File: config.mk
export PLATFORM = sky130hd
export DESIGN_NAME = dm_swallow_div
export DESIGN_NICKNAME = d
export VERILOG_FILES = /design/src/rtl/divr_pkg.sv /design/src/rtl/divr_word_reg.sv /design/src/rtl/divr_pos_cnt.sv /design/src/rtl/divr_swallow.sv /design/src/rtl/dm_swallow_div.sv
export SDC_FILE = /design/constraint.sdc
export NUM_CORES = 1
export LEC_CHECK = 0
export BUFFER_PORTS_ARGS = -buffer_cell sky130_fd_sc_hd__buf_2
export CORE_MARGIN = 3
export CORE_UTILIZATION = 51
export DETAILED_ROUTE_END_ITERATION = 8
export PLACE_DENSITY_LB_ADDON = 0.15
export SETUP_SLACK_MARGIN = 0.5
export SYNTH_ARGS = -nofsm -noshare
export SYNTH_HDL_FRONTEND = slang
export SYNTH_HIERARCHICAL = 1
export SYNTH_SLANG_ARGS = --single-unit
File: constraint.sdc
create_clock -name clk -period 3.3 [get_ports clk]
set_input_delay 0.165 -clock clk [delete_from_list [all_inputs] [get_ports clk]]
set_output_delay 0.165 -clock clk [all_outputs]
set_load 0.005 [all_outputs]
File: src/rtl/divr_pkg.sv
// Package: shared defaults and encodings for the pulse-swallow divider.
// Assumes the M field is at least as wide as the A field.
package divr_pkg;
    localparam int DEF_M_W = 15;
    localparam int DEF_A_W = 4;

    // Low-ratio select, as passed to the prescaler.
    typedef enum logic {
        RATIO_16_17 = 1'b0,
        RATIO_8_9   = 1'b1
    } ratio_e;

    // Modulus request on the control line.
    typedef enum logic {
        MOD_LOW  = 1'b0,
        MOD_HIGH = 1'b1
    } mod_e;
endpackage

File: src/rtl/divr_word_reg.sv
// Shadow registers for M, A and the ratio select.
// The registers load while reset is held and again on every cycle boundary.
// In 8/9 mode the top A bit is masked off; a set top bit, M = 0, or
// an effective A above M are recorded as inconsistent.
// Assumes M_W >= A_W and A_W >= 2.
module divr_word_reg #(
    parameter int M_W = divr_pkg::DEF_M_W,
    parameter int A_W = divr_pkg::DEF_A_W
) (
    input  logic           clk,
    input  logic           rst_n,
    input  logic           load,
    input  logic [M_W-1:0] m_in,
    input  logic [A_W-1:0] a_in,
    input  logic           sel_in,
    output logic [M_W-1:0] m_q,
    output logic [A_W-1:0] a_q,
    output logic           sel_q,
    output logic           bad_q
);
    import divr_pkg::*;

    logic [A_W-1:0] a_eff;
    logic           top_bad;
    logic           bad_nx;

    // Drop the unused A bit when the 8/9 ratio is chosen.
    always_comb begin
        a_eff   = a_in;
        top_bad = 1'b0;
        if (ratio_e'(sel_in) == RATIO_8_9) begin
            a_eff[A_W-1] = 1'b0;
            top_bad      = a_in[A_W-1];
        end
    end

    // Consistency of the incoming words.
    assign bad_nx = top_bad || (m_in == '0) || (M_W'(a_eff) > m_in);

    // Capture the words during reset and at each boundary.
    always_ff @(posedge clk) begin
        if (!rst_n || load) begin
            m_q   <= m_in;
            a_q   <= a_eff;
            sel_q <= sel_in;
            bad_q <= bad_nx;
        end
    end
endmodule

File: src/rtl/divr_pos_cnt.sv
// Position counter within one M cycle.
// It counts prescaler pulses from 0 and flags the last one, at position M-1.
// An M of zero makes every position the last, so it acts as M = 1.
module divr_pos_cnt #(
    parameter int M_W = divr_pkg::DEF_M_W
) (
    input  logic           clk,
    input  logic           rst_n,
    input  logic [M_W-1:0] m_len,
    output logic [M_W-1:0] pos,
    output logic           last
);
    logic [M_W:0] pos_inc;

    // Position of the next pulse, one bit wider so it cannot wrap.
    assign pos_inc = {1'b0, pos} + (M_W+1)'(1);
    assign last    = (pos_inc >= {1'b0, m_len});

    // Advance, or return to the start after the last pulse or under reset.
    always_ff @(posedge clk) begin
        if (!rst_n || last) pos <= '0;
        else                pos <= pos_inc[M_W-1:0];
    end
endmodule

File: src/rtl/divr_swallow.sv
// Modulus decision: ask for the high ratio while the position is below A.
// This makes the high-ratio pulses the first A of each cycle.
module divr_swallow #(
    parameter int M_W = divr_pkg::DEF_M_W,
    parameter int A_W = divr_pkg::DEF_A_W
) (
    input  logic [M_W-1:0] pos,
    input  logic [A_W-1:0] a_len,
    output logic           mod_ctl
);
    import divr_pkg::*;

    mod_e req;

    // Compare the position against the swallow count.
    always_comb begin
        req = (pos < M_W'(a_len)) ? MOD_HIGH : MOD_LOW;
    end

    assign mod_ctl = logic'(req);
endmodule

File: src/rtl/dm_swallow_div.sv
// Top of the pulse-swallow divider controller.
// It is clocked by the prescaler output and produces one div_pulse per
// M prescaler pulses, for a total ratio of M*N + A.
// Assumes the prescaler applies mod_ctl and psc_div8 to the division
// that is running while they are presented.
module dm_swallow_div #(
    parameter int M_W = divr_pkg::DEF_M_W,
    parameter int A_W = divr_pkg::DEF_A_W
) (
    input  logic           clk,
    input  logic           rst_n,
    input  logic           ratio_sel,
    input  logic [M_W-1:0] m_word,
    input  logic [A_W-1:0] a_word,
    output logic           mod_ctl,
    output logic           div_pulse,
    output logic           psc_div8,
    output logic           cfg_invalid
);
    logic [M_W-1:0] m_q;
    logic [A_W-1:0] a_q;
    logic [M_W-1:0] pos;
    logic           last;

    divr_word_reg #(.M_W(M_W), .A_W(A_W)) u_words (
        .clk    (clk),
        .rst_n  (rst_n),
        .load   (last),
        .m_in   (m_word),
        .a_in   (a_word),
        .sel_in (ratio_sel),
        .m_q    (m_q),
        .a_q    (a_q),
        .sel_q  (psc_div8),
        .bad_q  (cfg_invalid)
    );

    divr_pos_cnt #(.M_W(M_W)) u_pos (
        .clk   (clk),
        .rst_n (rst_n),
        .m_len (m_q),
        .pos   (pos),
        .last  (last)
    );

    divr_swallow #(.M_W(M_W), .A_W(A_W)) u_swallow (
        .pos     (pos),
        .a_len   (a_q),
        .mod_ctl (mod_ctl)
    );

    assign div_pulse = last;
endmodule

==> results of run 1 <==
-- report_power, final --
part,switching [mW],total [mW],internal (mW)
logic,0.0644,0.120,0.0552
registers,0.00911,0.505,0.496
clock network,0.158,0.382,0.223
total,0.232,1.01,0.775
-- state kept, by name (all words and copies together), names as in the netlist --
signal / count
u_words/sel_q: 1
u_words/m_q: 15
u_words/a_q: 4
u_words/bad_q: 1
u_pos/pos: 15
-- how the worst max path moves through the flow --
stage                                end  cells after the start  slack, ps
after floorplan           u_words/a_q[0]                     11        330
after global placement    u_words/a_q[1]                     10        270
after detailed placement  u_words/a_q[0]                     10        200
after CTS                      div_pulse                     11        310
after global routing           div_pulse                     11        110
final                          div_pulse                     12        250
-- cell families (layout without fill, tap and decap cells) --
family	count (synthesis)	after routing	synth area share [%]
buffers and inverters	26	79	5.670
adder cells (fa/ha/maj)	23	23	14.33
XOR/XNOR	13	13	5.670
AND/OR/NAND/NOR	61	63	21.37
flip-flops	36	36	46.36
AO/OA/AOI/OAI	19	19	6.605
-- cell usage after synthesis --
cell type / instances
nand2b_1: 5
a2111oi_0: 1
a41oi_1: 1
nand3_1: 8
a21oi_1: 5
o22a_1: 1
nor3b_1: 6
nor2_1: 5
a21o_1: 3
and4_1: 2
nor3_2: 2
a211oi_2: 1
nand4_1: 1
nor3b_2: 7
or4_4: 1
dfxtp_1: 15
ha_1: 23
nor2b_1: 2
o21ai_0: 2
nor4_2: 2
nand2_1: 11
buf_12: 1
o21a_1: 1
xor2_1: 5
clkbuf_1: 1
xnor2_1: 8
o2111a_1: 1
a211oi_1: 1
nand4b_4: 1
nor3_1: 1
edfxtp_1: 21
nor4_1: 4
inv_1: 24
o21ai_1: 2
or3_1: 1
and2_1: 1
and3_1: 1
-- through the flow --
stage	std cells	utilization (%)
floorplan	178	-
global placement	250	60.13
detailed placement	250	60.13
CTS	270	68.69
global route	281	73.70
finish	281	73.70
-- layer usage --
metal	routed length (um)	GRT usage (%)	up-vias
li1	-	-	745
met1	1966	23.79	755
met2	2451	33.73	31
met3	179	4.214	8
met4	79	7.786	0
met5	0	0	-
-- worst register-to-register path, cell delays in order, from the launching register on --
cell and delay (ps):
dfxtp_4 370, ha_4 160, nand3_4 90, nor2_4 150, and4_4 240, xor2_2 80, ha_1 290, nand2_2 60
or3_4 390, or4_4 440, nand4b_4 120, buf_4 120, buf_6 90, nand2b_4 150
-- layout make-up --
type                            instances  area, um2
Inverter                               24      90.09
Fill cell                             246      977.2
Sequential cell                        36      964.7
Tap cell                               48      60.06
Clock inverter                          3      42.54
Timing Repair Buffer                   47      340.3
Multi-Input combinational cell        118       1172
Clock buffer                            5      68.82
-- repair_timing --
item / in CTS / in global routing
cloned: 2 / 1
resized for setup: 28 / 19
pin swaps: 6 / 15
endpoints found under the setup margin: 37 / 37
setup buffers: 10 / 10
==> flow_summary.ini, run 1 <==
[status]
status = finished, final reports clean

[grt]
grt_first_pass_wirelength_um = 6658
grt_overflow_total = 0
grt_usage_pct = 19.60
grt_max_degree = 16
antenna_found_initial = 0
grt_pass1_vias = 1459

[synth]
synth_cell_type_count = 37
synth-seq-cells = 36
synth_top_area_share_pct = 31.40
synth_area_um2 = 2008
synth.area.top_cells = edfxtp_1 31%, dfxtp_1 15%, ha_1 14%
synth_seq_area_share_pct = 46.36
synth_nets = 223
synth.avg_cell_area_um2 = 11.28
yosysWarnings = 6
netlist_instances = 178
synth_largest_area_cell = edfxtp_1

[drt]
dr.pass1.iters = 4
viasPerCell = 5.477
post_drt_wl_per_cell_um = 16.64
drc = 0
wl_um = 4676
drt_iter0_drc = 84
vias = 1539
drtAntennaViolNets = 0

[finish]
diodes = 0
drive_gt1_share_pct = 46.78
finalInstanceArea_um2 = 2739
mostFrequentLayoutCells = 25 x buf_2, 24 x inv_1, 21 x ha_1, 21 x edfxtp_1, 17 x buf_4
mostFrequentLayoutCell = buf_2
syn_to_final_growth_pct = 36.39
nets = 277

[cts]
root_buffer = clkbuf_8
cts_buffer_depth = 2
cts_tree = done
hold_buffers = 0
h-tree-depth = 2
clock_latency_ps = 280
cts-buffers-inserted = 5
clk_pin_slew_ps = 70
cts.sinks = 36

[timing]
period_share_pct = 92.36
worstMarginPinSlew_ps = 762.8
fmax_ghz = 0.3281
hold_viol_final = 0
rsz0062_at_grt = true
setup_viol = 0
whs_ps = 74.34
final.setup_skew_ps = 4.171
setup_tns_ps = 0
period_minus_slack_ps = 3048
fin_ws_ps = 252.1
drv_slew = 0
maxSlewHeadroom_pct = 49.09

[power_and_ir_drop]
leakage_nw = 1.216
power_density_nw_per_um2 = 367.6
power.total_mw = 1.007
vdd_drop_max_mv = 0.3474

[floorplanning]
pin_count = 26
rows = 22
start_util_pct = 54.04
dieWidth_um = 68.75
die_area_um2 = 4727
die_h_um = 68.75
core-area_um2 = 3716

[worst_setup_path]
ff2ff_setup_slack_ps = 260
arrival_ps = 2880
cp_top_family = simple AND/OR/NAND/NOR gates
path_class = reg -> out
critPathMaxStageDelay_ps = 440
rr_startpoint = u_pos/pos[1]
worstSetupEndpointType = primary output
r2r-end = u_words/m_q[9]
crit_path_cell_trace = ha_4 > nand3_4 > nor2_4 > and4_4 > xor2_2 > ha_1 > nand2_2 > or3_4 > or4_4 > nand4b_4 > buf_12 > buf_2
cp_slowest_cell = or4_4
start_kind = register
reg2regPathDepth = 13
crit_start = u_pos/pos[1]
cp.required_ps = 3130
crit_path_max_fanout = 4
timing.critical_path.buf_inv = 2

[placement]
place_hpwl_um = 2871
gp_congestion = 0.8920
placed_cell_area_um2 = 2235
io_buffers = 25
dpl_worst_slack_ps = 203.9

[min_path]
hold_class = in -> reg
hold_depth = 1
min-delay-start = m_word[12]
hold_end = u_words/m_q[12]

[run]
max-cap-violations = 0
Power figures use the tool's default switching activity.
==> run 2, diff against run 1 <==
- CORE_MARGIN: 3 -> default
- SYNTH_HIERARCHICAL: 1 -> default
==> run 2 against run 1 <==
Non-clock buffer count is 19 lower. Utilization down 10 points. Synthesized cell count is 2.2% higher. Critical endpoint unchanged.
==> flow_summary.ini, run 2 <==
[placement]
gp_congestion = 0.8187
place_hpwl_um = 2767
placed_cell_area_um2 = 2168
dpl_worst_slack_ps = 436.7
dp_cells = 257
io_buffers = 25

[timing]
setup_tns_ps = 0
drv_slew = 0
period_minus_slack_ps = 2632
rsz0062_at_grt = false
fmax_ghz = 0.3799
setup_viol = 0
final.setup_skew_ps = 6.455
worstMarginPinSlew_ps = 354.8
period_share_pct = 79.76
fin_ws_ps = 668.0
maxSlewHeadroom_pct = 76.16
hold_viol_final = 0

[worst_setup_path]
path_class = reg -> out
reg2regPathDepth = 11
cp_top_family = simple AND/OR/NAND/NOR gates
cp_slowest_cell = dfxtp_2
crit_end = div_pulse
ff2ff_setup_slack_ps = 710
path_depth = 10
timing.critical_path.buf_inv = 1
critPathMaxStageDelay_ps = 370
crit_start = u_pos.pos[1]
worstSetupEndpointType = primary output
rr_startpoint = u_pos.pos[1]
cp.required_ps = 3130
start_kind = register
r2r-end = u_words.m_q[1]
crit_path_cell_trace = ha_4 > nand3_4 > nor4_4 > xor2_1 > ha_1 > a21oi_1 > o211ai_1 > nor2_2 > nand4_1 > buf_2
arrival_ps = 2470
crit_path_max_fanout = 4

[floorplanning]
rows = 22
core-area_um2 = 3689
die_h_um = 64.12
start_util_pct = 53.36
pin_count = 26
dieWidth_um = 64.12
die_area_um2 = 4111

[cts]
h-tree-depth = 2
clock_latency_ps = 280
clk_pin_slew_ps = 70
cts.sinks = 36
cts_tree = done
cts_buffer_depth = 2
cts-buffers-inserted = 5
root_buffer = clkbuf_8
hold_buffers = 0

[drt]
wl_um = 3500
drtAntennaViolNets = 0
post_drt_wl_per_cell_um = 13.16
drt_iter0_drc = 59
viasPerCell = 5.117
drc = 0
dr.pass1.iters = 6
vias = 1361

[min_path]
min-delay-start = m_word[14]
hold_class = in -> reg
hold_depth = 1

[finish]
finalInstanceArea_um2 = 2332
mostFrequentLayoutCell = buf_2
diodes = 0
top_regs = u_pos.pos: 15 flops, u_words.m_q: 15 flops, u_words.a_q: 4 flops
syn_to_final_growth_pct = 18.50
final_cells = 266
nets = 262
mostFrequentLayoutCells = 25 x buf_2, 24 x inv_1, 22 x ha_1
drive_gt1_share_pct = 29.82

[synth]
synth_cell_type_count = 32
synth_area_um2 = 1968
synth_edf_count = 21
synth_nets = 227
synth.most_common_cell = inv_1
synth_commonest_cells = 24 x inv_1, 23 x ha_1, 21 x edfxtp_1, 15 x dfxtp_1, 12 x nand2_1
yosysWarnings = 0
synth_seq_area_share_pct = 47.30
netlist_instances = 182
synth-seq-cells = 36
ys.flop_type = edfxtp_1
synth.area.top_cells = edfxtp_1 32%, dfxtp_1 15%, ha_1 15%
synthArstFlopShare_pct = 0
synth_top_area_share_pct = 32.04
synth_largest_area_cell = edfxtp_1
synth.avg_cell_area_um2 = 10.81

[grt]
grt_pass1_vias = 1318
grt_usage_pct = 18.48
grt_overflow_total = 0
grt_max_degree = 16
grt_first_pass_wirelength_um = 5602
antenna_found_initial = 0

[power_and_ir_drop]
vdd_drop_max_mv = 0.2402
power.total_mw = 0.8813
power_density_nw_per_um2 = 377.9
leakage_nw = 1.060

[status]
status = finished, final reports clean

[run]
max-cap-violations = 0
run 2: layout make-up:
type                       count  area, um2
fill                         319       1356
multi-input combinational    122       1008
sequential                    36      944.7
timing repair buffer          28      147.6
inverter                      24      90.09
clock buffer                   7      76.32
tap                           48      60.06
clock inverter                 1      5.005
run 2: stage by stage:
step	hold WS, ps	utilization, %
after floorplan	263.9	-
after global placement	355.9	58.79
after detailed placement	357.4	58.79
after CTS	64.45	61.74
after global routing	59.25	63.23
final	72.79	63.23
run 2: timing repair:
action	CTS	global route
pin swaps	1	4
setup endpoints to repair	22	29
endpoints found under the hold margin	0	0
gates resized for setup	6	14
setup buffers	0	1
run 2: routing by layer:
layer / track usage, % / vias to the layer above / share of wire [%]
met5: 0 / - / 0
met4: 7.500 / 0 / 0.69
met3: 4.821 / 2 / 2.7
met2: 30.98 / 22 / 50
met1: 22.55 / 634 / 46
li1: - / 703 / -
run 2: worst min-delay path by stage:
stage,endpoint,slack (ps)
after floorplan,u_words.a_q[0],260
after global placement,u_words.m_q[5],360
after detailed placement,u_words.m_q[14],360
final,u_words.m_q[14],70
after global routing,u_words.m_q[14],60
after CTS,u_words.m_q[14],60
run 2: logic make-up after synthesis:
| logic type | synth area share, % |
|---|---|
| compound gates | 5.849 |
| xor+xnor | 5.785 |
| fa+ha+maj | 14.62 |
| buf+inv | 4.577 |
| flops | 47.30 |
| simple gates | 21.87 |
run 2: where the power goes:
group / internal, mW / leakage, nW / total (mW) / switching [mW]
Combinational: 0.0415 / 0.687 / 0.0920 / 0.0505
Clock: 0.148 / 0.0422 / 0.286 / 0.139
Sequential: 0.494 / 0.331 / 0.503 / 0.00872
